<file path="src/rtl/eprom_prog_seq.sv">
module eprom_prog_seq #(
  parameter int ADDR_W     = 16,
  parameter int CLK_MHZ    = 250,
  parameter int PULSE_US   = 50,
  parameter int SETUP_CYC  = 4,
  parameter int TDV_CYC    = 4,
  parameter int MAX_PULSES = 10,
  parameter int CNT_W      = 16,
  parameter logic [7:0] ID_MFR = 8'h8F,
  parameter logic [7:0] ID_DEV = 8'h85,
  parameter int PC_W       = $clog2(MAX_PULSES + 1)
) (
  input  logic              clk,
  input  logic              rst_n,
  input  logic              start,
  input  logic [ADDR_W-1:0] first_addr,
  input  logic [ADDR_W-1:0] last_addr,
  input  logic              src_valid,
  input  logic [7:0]        src_data,
  output logic              src_ready,
  output logic [ADDR_W-1:0] rom_addr,
  output logic [7:0]        rom_dout,
  output logic              rom_drive,
  input  logic [7:0]        rom_din,
  output logic              rom_ce_n,
  output logic              rom_oe_n,
  output logic              vpp_en,
  output logic              a9_hv,
  output logic              addr_done,
  output logic [PC_W-1:0]   pulse_cnt,
  output logic [CNT_W-1:0]  multi_cnt,
  output logic              done,
  output logic              pass,
  output logic [ADDR_W-1:0] fail_addr
);

  localparam int PULSE_CYC = CLK_MHZ * PULSE_US;
  localparam int TOP_A     = (PULSE_CYC > SETUP_CYC) ? PULSE_CYC : SETUP_CYC;
  localparam int TMR_TOP   = (TOP_A > TDV_CYC) ? TOP_A : TDV_CYC;
  localparam int TMR_W     = $clog2(TMR_TOP + 1);

  typedef enum logic [3:0] {
    S_IDLE, S_ID0, S_ID1, S_FETCH, S_READ,
    S_SETUP, S_PULSE, S_GAP, S_VERIFY, S_NEXT
  } st_t;

  st_t               st;
  logic [TMR_W-1:0]  tmr;
  logic [ADDR_W-1:0] addr, last_q, first_q;
  logic [7:0]        tgt;
  logic [PC_W-1:0]   pcnt;
  logic [CNT_W-1:0]  multi_q;
  logic              done_q, pass_q;
  logic [ADDR_W-1:0] fail_q;
  logic              tmr_end;

  assign tmr_end = (tmr == '0);

  always_ff @(posedge clk or negedge rst_n) begin
    if (!rst_n) begin
      st      <= S_IDLE;
      tmr     <= '0;
      addr    <= '0;
      last_q  <= '0;
      first_q <= '0;
      tgt     <= 8'hFF;
      pcnt    <= '0;
      multi_q <= '0;
      done_q  <= 1'b0;
      pass_q  <= 1'b0;
      fail_q  <= '0;
    end else begin
      done_q <= 1'b0;
      if (!tmr_end) tmr <= tmr - 1'b1;
      case (st)
        S_IDLE:
          if (start) begin
            first_q <= first_addr;
            last_q  <= last_addr;
            addr    <= '0;
            multi_q <= '0;
            pass_q  <= 1'b0;
            fail_q  <= '0;
            tmr     <= TMR_W'(TDV_CYC - 1);
            st      <= S_ID0;
          end
        S_ID0:
          if (tmr_end) begin
            if (rom_din != ID_MFR) begin
              done_q <= 1'b1;
              fail_q <= addr;
              st     <= S_IDLE;
            end else begin
              addr <= ADDR_W'(1);
              tmr  <= TMR_W'(TDV_CYC - 1);
              st   <= S_ID1;
            end
          end
        S_ID1:
          if (tmr_end) begin
            if (rom_din != ID_DEV) begin
              done_q <= 1'b1;
              fail_q <= addr;
              st     <= S_IDLE;
            end else begin
              addr <= first_q;
              st   <= S_FETCH;
            end
          end
        S_FETCH:
          if (src_valid) begin
            tgt  <= src_data;
            pcnt <= '0;
            if (src_data == 8'hFF) st <= S_NEXT;
            else begin
              tmr <= TMR_W'(TDV_CYC - 1);
              st  <= S_READ;
            end
          end
        S_READ:
          if (tmr_end) begin
            if ((tgt & ~rom_din) != 8'h00) begin
              done_q <= 1'b1;
              fail_q <= addr;
              st     <= S_IDLE;
            end else if (rom_din == tgt) begin
              st <= S_NEXT;
            end else begin
              tmr <= TMR_W'(SETUP_CYC - 1);
              st  <= S_SETUP;
            end
          end
        S_SETUP:
          if (tmr_end) begin
            tmr <= TMR_W'(PULSE_CYC - 1);
            st  <= S_PULSE;
          end
        S_PULSE:
          if (tmr_end) begin
            pcnt <= pcnt + 1'b1;
            st   <= S_GAP;
          end
        S_GAP: begin
          tmr <= TMR_W'(TDV_CYC - 1);
          st  <= S_VERIFY;
        end
        S_VERIFY:
          if (tmr_end) begin
            if (rom_din == tgt) st <= S_NEXT;
            else if (pcnt == PC_W'(MAX_PULSES)) begin
              done_q <= 1'b1;
              fail_q <= addr;
              st     <= S_IDLE;
            end else begin
              tmr <= TMR_W'(SETUP_CYC - 1);
              st  <= S_SETUP;
            end
          end
        S_NEXT: begin
          if (pcnt > PC_W'(1)) multi_q <= multi_q + 1'b1;
          if (addr == last_q) begin
            done_q <= 1'b1;
            pass_q <= 1'b1;
            st     <= S_IDLE;
          end else begin
            addr <= addr + 1'b1;
            st   <= S_FETCH;
          end
        end
        default: st <= S_IDLE;
      endcase
    end
  end

  assign src_ready = (st == S_FETCH);
  assign rom_addr  = addr;
  assign rom_dout  = tgt;
  assign rom_drive = (st == S_SETUP) || (st == S_PULSE);
  assign vpp_en    = rom_drive;
  assign a9_hv     = (st == S_ID0) || (st == S_ID1);
  assign rom_oe_n  = !((st == S_ID0) || (st == S_ID1) || (st == S_READ) || (st == S_VERIFY));
  assign rom_ce_n  = rom_oe_n && (st != S_PULSE);
  assign addr_done = (st == S_NEXT);
  assign pulse_cnt = pcnt;
  assign multi_cnt = multi_q;
  assign done      = done_q;
  assign pass      = pass_q;
  assign fail_addr = fail_q;

endmodule

</file>
<file path="config.mk">
export PLATFORM = sky130hd
export DESIGN_NAME = eprom_prog_seq
export DESIGN_NICKNAME = d
export VERILOG_FILES = /design/src/rtl/eprom_prog_seq.sv
export SDC_FILE = /design/constraint.sdc
export NUM_CORES = 1
export LEC_CHECK = 0
export ABC_AREA = 1
export CAP_MARGIN = 20
export CORE_AREA = 2 2 118 149
export CTS_CLUSTER_DIAMETER = 120
export DETAILED_ROUTE_END_ITERATION = 10
export DIE_AREA = 0 0 120 151
export DONT_BUFFER_PORTS = 1
export GPL_TIMING_DRIVEN = 0
export SYNTH_ARGS = -nofsm -noshare
export SYNTH_HDL_FRONTEND = slang
export SYNTH_SLANG_ARGS = --single-unit
</file>
<file path="constraint.sdc">
create_clock -name clk -period 1.7 [get_ports clk]
set_input_delay 0 -clock clk [delete_from_list [all_inputs] [get_ports clk]]
set_output_delay 0 -clock clk [all_outputs]
set_load 0.03 [all_outputs]
</file>
Word-level counts from Yosys, hierarchy flattened:

Index checks and enable logic that the tools add are counted.

* flip-flop bits (word level): 112
* logic and storage cells: 140

* add/subtract/negate cells: 4
* $lt $le $gt $ge: 1
* equal/unequal tests: 34
* muxes and demuxes: 67
* bitwise logic cells: 2
* reductions and logical operators: 21

Operators by type and width (count)
* $mux W16: 16
* $mux W14: 13
* $pmux W14 S7: 1
* $pmux W16 S5: 1
* $pmux W16 S4: 1
* $mux W4: 14
* $pmux W4 S10: 1
* $add A16 B1 Y16 const B: 2
* $ne A2 B2 Y1 const B: 16
* $pmux W16 S2: 1
* $eq A16 B16 Y1: 1
* $eq A4 B3 Y1 const B: 4
* $ne A8 B8 Y1 const B: 2
* $logic_not A14 Y1: 1
* $sub A14 B1 Y14 const B: 1
* $eq A4 B4 Y1 const B: 3
* $mux W1: 12
* $reduce_and A11 Y1: 1
* $reduce_and A3 Y1: 3
* $and A8 B8 Y8: 1
* $eq A4 B2 Y1 const B: 2
* $eq A8 B8 Y1: 1
* $eq A8 B8 Y1 const B: 1
* $not A8 Y8: 1
* other kinds (21): 29

Longest topological paths before layout:

* word-level depth: 6
* gate-level depth with buffers: 12
* mapped depth without buffers: 12

Worst setup path before layout:

Ideal clock, no wire load.

* kind: reg2reg
* start: register pcnt[0], in the netlist pulse_cnt[0]
* end: register fail_q[10], in the netlist fail_addr[10]
* library setup time: 118 ps
* data arrival time: 1798 ps
* path slack: -216 ps
* stages on the path, launching flop included: 13
* buffers on the path: 1
* clock period less this slack: 1916 ps
* cell sequence: dfrtp_1 -> inv_1 -> ha_1 -> nand2_1 -> nor2_1 -> inv_1 -> nand2_1 -> nand2_1 -> nor2_4 -> nand3_4 -> buf_4 -> nand2_1 -> nand2_1

* longest elaborated chain between the ends: 3

RTL lines
* start: declaration: RTL line 51 `logic [PC_W-1:0] pcnt;`
* start signal: assignment: RTL line 140 `pcnt <= pcnt + 1'b1;`
* $eq A4 B4 Y1: RTL line 150 `else if (pcnt == PC_W'(MAX_PULSES)) begin`
* $ne A2 B2 Y1 (no line)
* $reduce_and A11 Y1 (no line)
* end signal: assignment: RTL line 103 `fail_q <= addr;`
* end signal: assignment: RTL line 124 `fail_q <= addr;`
* end signal: assignment: RTL line 152 `fail_q <= addr;`
* end: declaration: RTL line 54 `logic [ADDR_W-1:0] fail_q;`

Every way passes these cells.
A chain may end at the register's enable or synchronous reset.

Worst setup path in the final report:

* start: register tgt[3], in the netlist rom_dout[3]
* end: register fail_q[10], in the netlist fail_addr[10]

* longest elaborated chain between the ends: 4
* elaborated cells between the ends (all ways): 6
* those cells by class: eq/ne: 3; bitwise: 1; reduce/logical: 2

RTL lines
* start: declaration: RTL line 50 `logic [7:0] tgt;`
* start signal: assignment: RTL line 112 `tgt <= src_data;`
* $and A8 B8 Y8: RTL line 122 `if ((tgt & ~rom_din) != 8'h00) begin`
* $reduce_bool A8 Y1: RTL line 122
* $ne A2 B2 Y1 (no line)
* $reduce_and A11 Y1 (no line) (*)

Every way passes the cells marked *; elsewhere a longest branch is shown, timed or not.

==> results.py <==
metrics = {
    "outcome": {
        "status": "finished with violations",
        "violations": "hold timing, setup timing",
    },
    "place": {
        "dpl.hpwl_mm": 14.8,
        "pre_cts_slack_ns": -0.534,
        "gp_congestion": 0.895,
        "place.port_buffers": 0,
    },
    "route": {
        "route.detailed.wl_per_inst_um": 15.9,
        "firstDrtPassIters": 5,
        "vias": 6999,
        "drt-total-wl_mm": 21.7,
        "drc_errors": 0,
        "vias_per_cell": 5.12,
        "ant_nets": 0,
        "drtIter0Drc": 454,
    },
    "power": {
        "seqPwrFrac": 0.330,
        "comb_power_share": 0.490,
        "p_per_area_nw_per_um2": 1210,
        "clkPwrFrac": 0.180,
        "switchingPower_mw": 4.88,
        "irDropWorstVdd_mv": 0.871,
        "p_leak_nw": 4.63,
        "sw_frac_of_total": 0.424,
        "total_power_mw": 11.5,
        "p_int_mw": 6.62,
    },
    "synthesis": {
        "synth-seq-cells": 112,
        "synth_nets": 1083,
        "yosysSeqAreaShare": 0.406,
        "avgSynthCellArea_um2": 6.84,
        "netlist_area_um2": 6930,
        "synth_warnings": 0,
        "syn_inst": 1014,
        "ys_types": 35,
    },
    "clock_tree": {
        "postCtsHoldBufs": 40,
        "cts_max_path_buffers": 2,
        "clock_latency_ns": 0.37,
        "tritoncts": "built",
        "clock_sinks": 112,
        "root_buffer": "clkbuf_16",
        "htree_levels": 3,
        "cts_buffers": 9,
        "clk_pin_slew_ns": 0.08,
    },
    "sta": {
        "clock_skew_ns": 0.0125,
        "setup_ws_ns": -0.237,
        "timing.hold.ws_ns": -0.670,
        "fmax_ghz": 0.516,
        "tns_ns": -10.23,
        "maxSlewHeadroom": 0.621,
        "drv_slew": 0,
        "setup_violations": 73,
        "rsz0062_at_grt": "true",
        "worst_pin_slew_ns": 0.569,
        "period_share": 1.14,
        "period_needed_ns": 1.94,
        "hold_violations": 112,
    },
    "critical_path": {
        "worstPathMaxFanout": 6,
        "startpoint": "rom_dout[3]",
        "reg2reg_slack_ns": -0.24,
        "r2r_cells": 11,
        "cp.required_ns": 1.96,
        "crit_type": "reg2reg",
        "worstReg2RegEnd": "fail_addr[10]",
        "worstSetupStartpointType": "flop",
        "arrival_ns": 2.20,
        "r2r_start": "rom_dout[3]",
        "end_kind": "flop",
    },
    "die": {
        "core_area_um2": 16600,
        "die_w_um": 120,
        "dieArea_um2": 18100,
        "initial_core_util": 0.416,
        "ioPinCount": 121,
        "rows": 53,
        "die_h_um": 151,
    },
    "cells_and_area": {
        "nFillCells": 1503,
        "drive_above_1_share": 0.272,
        "seq_area_um2": 2840,
        "nets": 1211,
        "multi_input_area_um2": 4360,
        "areaGrowthSynthToFinish_pct": 36.8,
    },
    "global_route": {
        "antenna_found_initial": 1,
        "grt_pass1_wl_mm": 33.8,
        "grt_max_degree": 113,
        "grt_pass1_vias": 6785,
        "grt-ovfl-total": 0,
        "track_usage": 0.237,
    },
    "min_path": {
        "hold_path_class": "in2async",
    },
    "run": {
        "drv_cap": 0,
    },
}
==> worst max path at each step <==
stage                          endpoint  slack, ns
after global placement    multi_cnt[11]      -0.55
after detailed placement  multi_cnt[11]      -0.53
after CTS                  fail_addr[7]      -0.20
after floorplan           fail_addr[10]      -0.07
after global routing      fail_addr[12]      -0.30
final                     fail_addr[10]      -0.24
==> layout by cell type, fill, tap and decap left out, drive strengths merged, types with 4 or more instances in the layout <==
| master | Yosys | routed |
|---|---|---|
| dfrtp | 104 | 104 |
| inv | 97 | 98 |
| nand4 | 38 | 38 |
| ha | 17 | 17 |
| dfstp | 8 | 8 |
| clkinv | 0 | 4 |
| clkbuf | 6 | 14 |
| or2 | 5 | 5 |
| nand3 | 83 | 83 |
| xor2 | 7 | 7 |
| nor3 | 14 | 14 |
| nand2 | 415 | 415 |
| buf | 20 | 99 |
| o21ai | 49 | 49 |
| a21oi | 13 | 13 |
| nor2 | 126 | 126 |
| dlygate4sd3 | 0 | 40 |
==> power by group through the flow <==
stage / combinational [mW] / clock [mW] / sequential, mW
CTS: 4.93 / 2.11 / 3.78
finish: 5.63 / 2.07 / 3.80
global route: 6.20 / 2.20 / 3.87
floorplan: 2.97 / 0 / 3.69
global placement: 3.71 / 0 / 3.80
detailed placement: 3.74 / 0 / 3.81
==> metal layers <==
layer	routed length, um	track usage
met5	0	0
met3	1260	0.0505
met4	690	0.0935
met1	8510	0.270
met2	11300	0.430
==> registers in the layout, summed over array words and instances (netlist names) <==
name       cells
st             4
pass           1
rom_addr      16
pulse_cnt      4
last_q        16
multi_cnt     16
done           1
first_q       16
tmr           14
rom_dout       8
fail_addr     16
==> worst max-delay path, cell delays in order (launching register included) <==
cell and delay [ns]:
dfstp_2 0.68, ha_4 0.16, nor2_1 0.04, nand2_1 0.11, nor2_4 0.07, nand2_2 0.08, nand2_2 0.06, nor2_4 0.20
nand3_4 0.15, buf_6 0.17, nand2_2 0.05, nand2_1 0.06
==> cells by family (layout without fill, tap and decap cells) <==
kind of cell | Yosys count | in the layout | share of synthesized area
buffers and inverters | 123 | 256 | 0.0742
other | 0 | 1 | 0
AO/OA/AOI/OAI | 70 | 70 | 0.0543
flip-flops | 112 | 112 | 0.406
XOR/XNOR | 9 | 9 | 0.0114
adder cells (fa/ha/maj) | 17 | 17 | 0.0307
AND/OR/NAND/NOR | 683 | 683 | 0.424
==> cells in the mapped netlist, drive strengths merged <==
cell,n,area share
a21oi,13,0.0094
nor3,14,0.012
xor2,7,0.0088
ha,17,0.031
xnor2,2,0.0025
nand3b,2,0.0022
o21ai,49,0.036
clkbuf,6,0.0032
dfstp,8,0.030
nand4,38,0.034
nand3,83,0.067
buf,20,0.018
o22a,1,0.0013
nand2,415,0.23
o31ai,3,0.0032
a22o,1,0.0013
inv,97,0.053
dfrtp,104,0.38
or2,5,0.0045
o211ai,3,0.0032
nor2,126,0.077
==> area by class of cell <==
cell class	instances	area share
Buffer	26	0.0277
Inverter	97	0.0400
Timing Repair Buffer	117	0.115
Sequential cell	112	0.299
Antenna cell	1	0.000264
Tap cell	220	0.0290
Multi-Input combinational cell	779	0.460
Clock inverter	6	0.00462
Clock buffer	10	0.0241
==> timing repair <==
item | in CTS | in global routing
setup endpoints to repair | 116 | 106
hold endpoints to repair | 152 | 112
setup buffers | 53 | 20
gates cloned | 2 | 3
gates resized for setup | 121 | 126
pin swaps | 37 | 45
==> through the flow <==
step                 util  area [um2]  hold WS [ns]  instances
floorplan               -        7130        -0.296       1014
global placement    0.445        7400        -0.289       1234
detailed placement  0.445        7400        -0.291       1234
CTS                 0.534        8890        -0.685       1345
global route        0.570        9480        -0.686       1368
finish              0.570        9480        -0.670       1368
No activity file was read; power rests on OpenSTA's default activity.
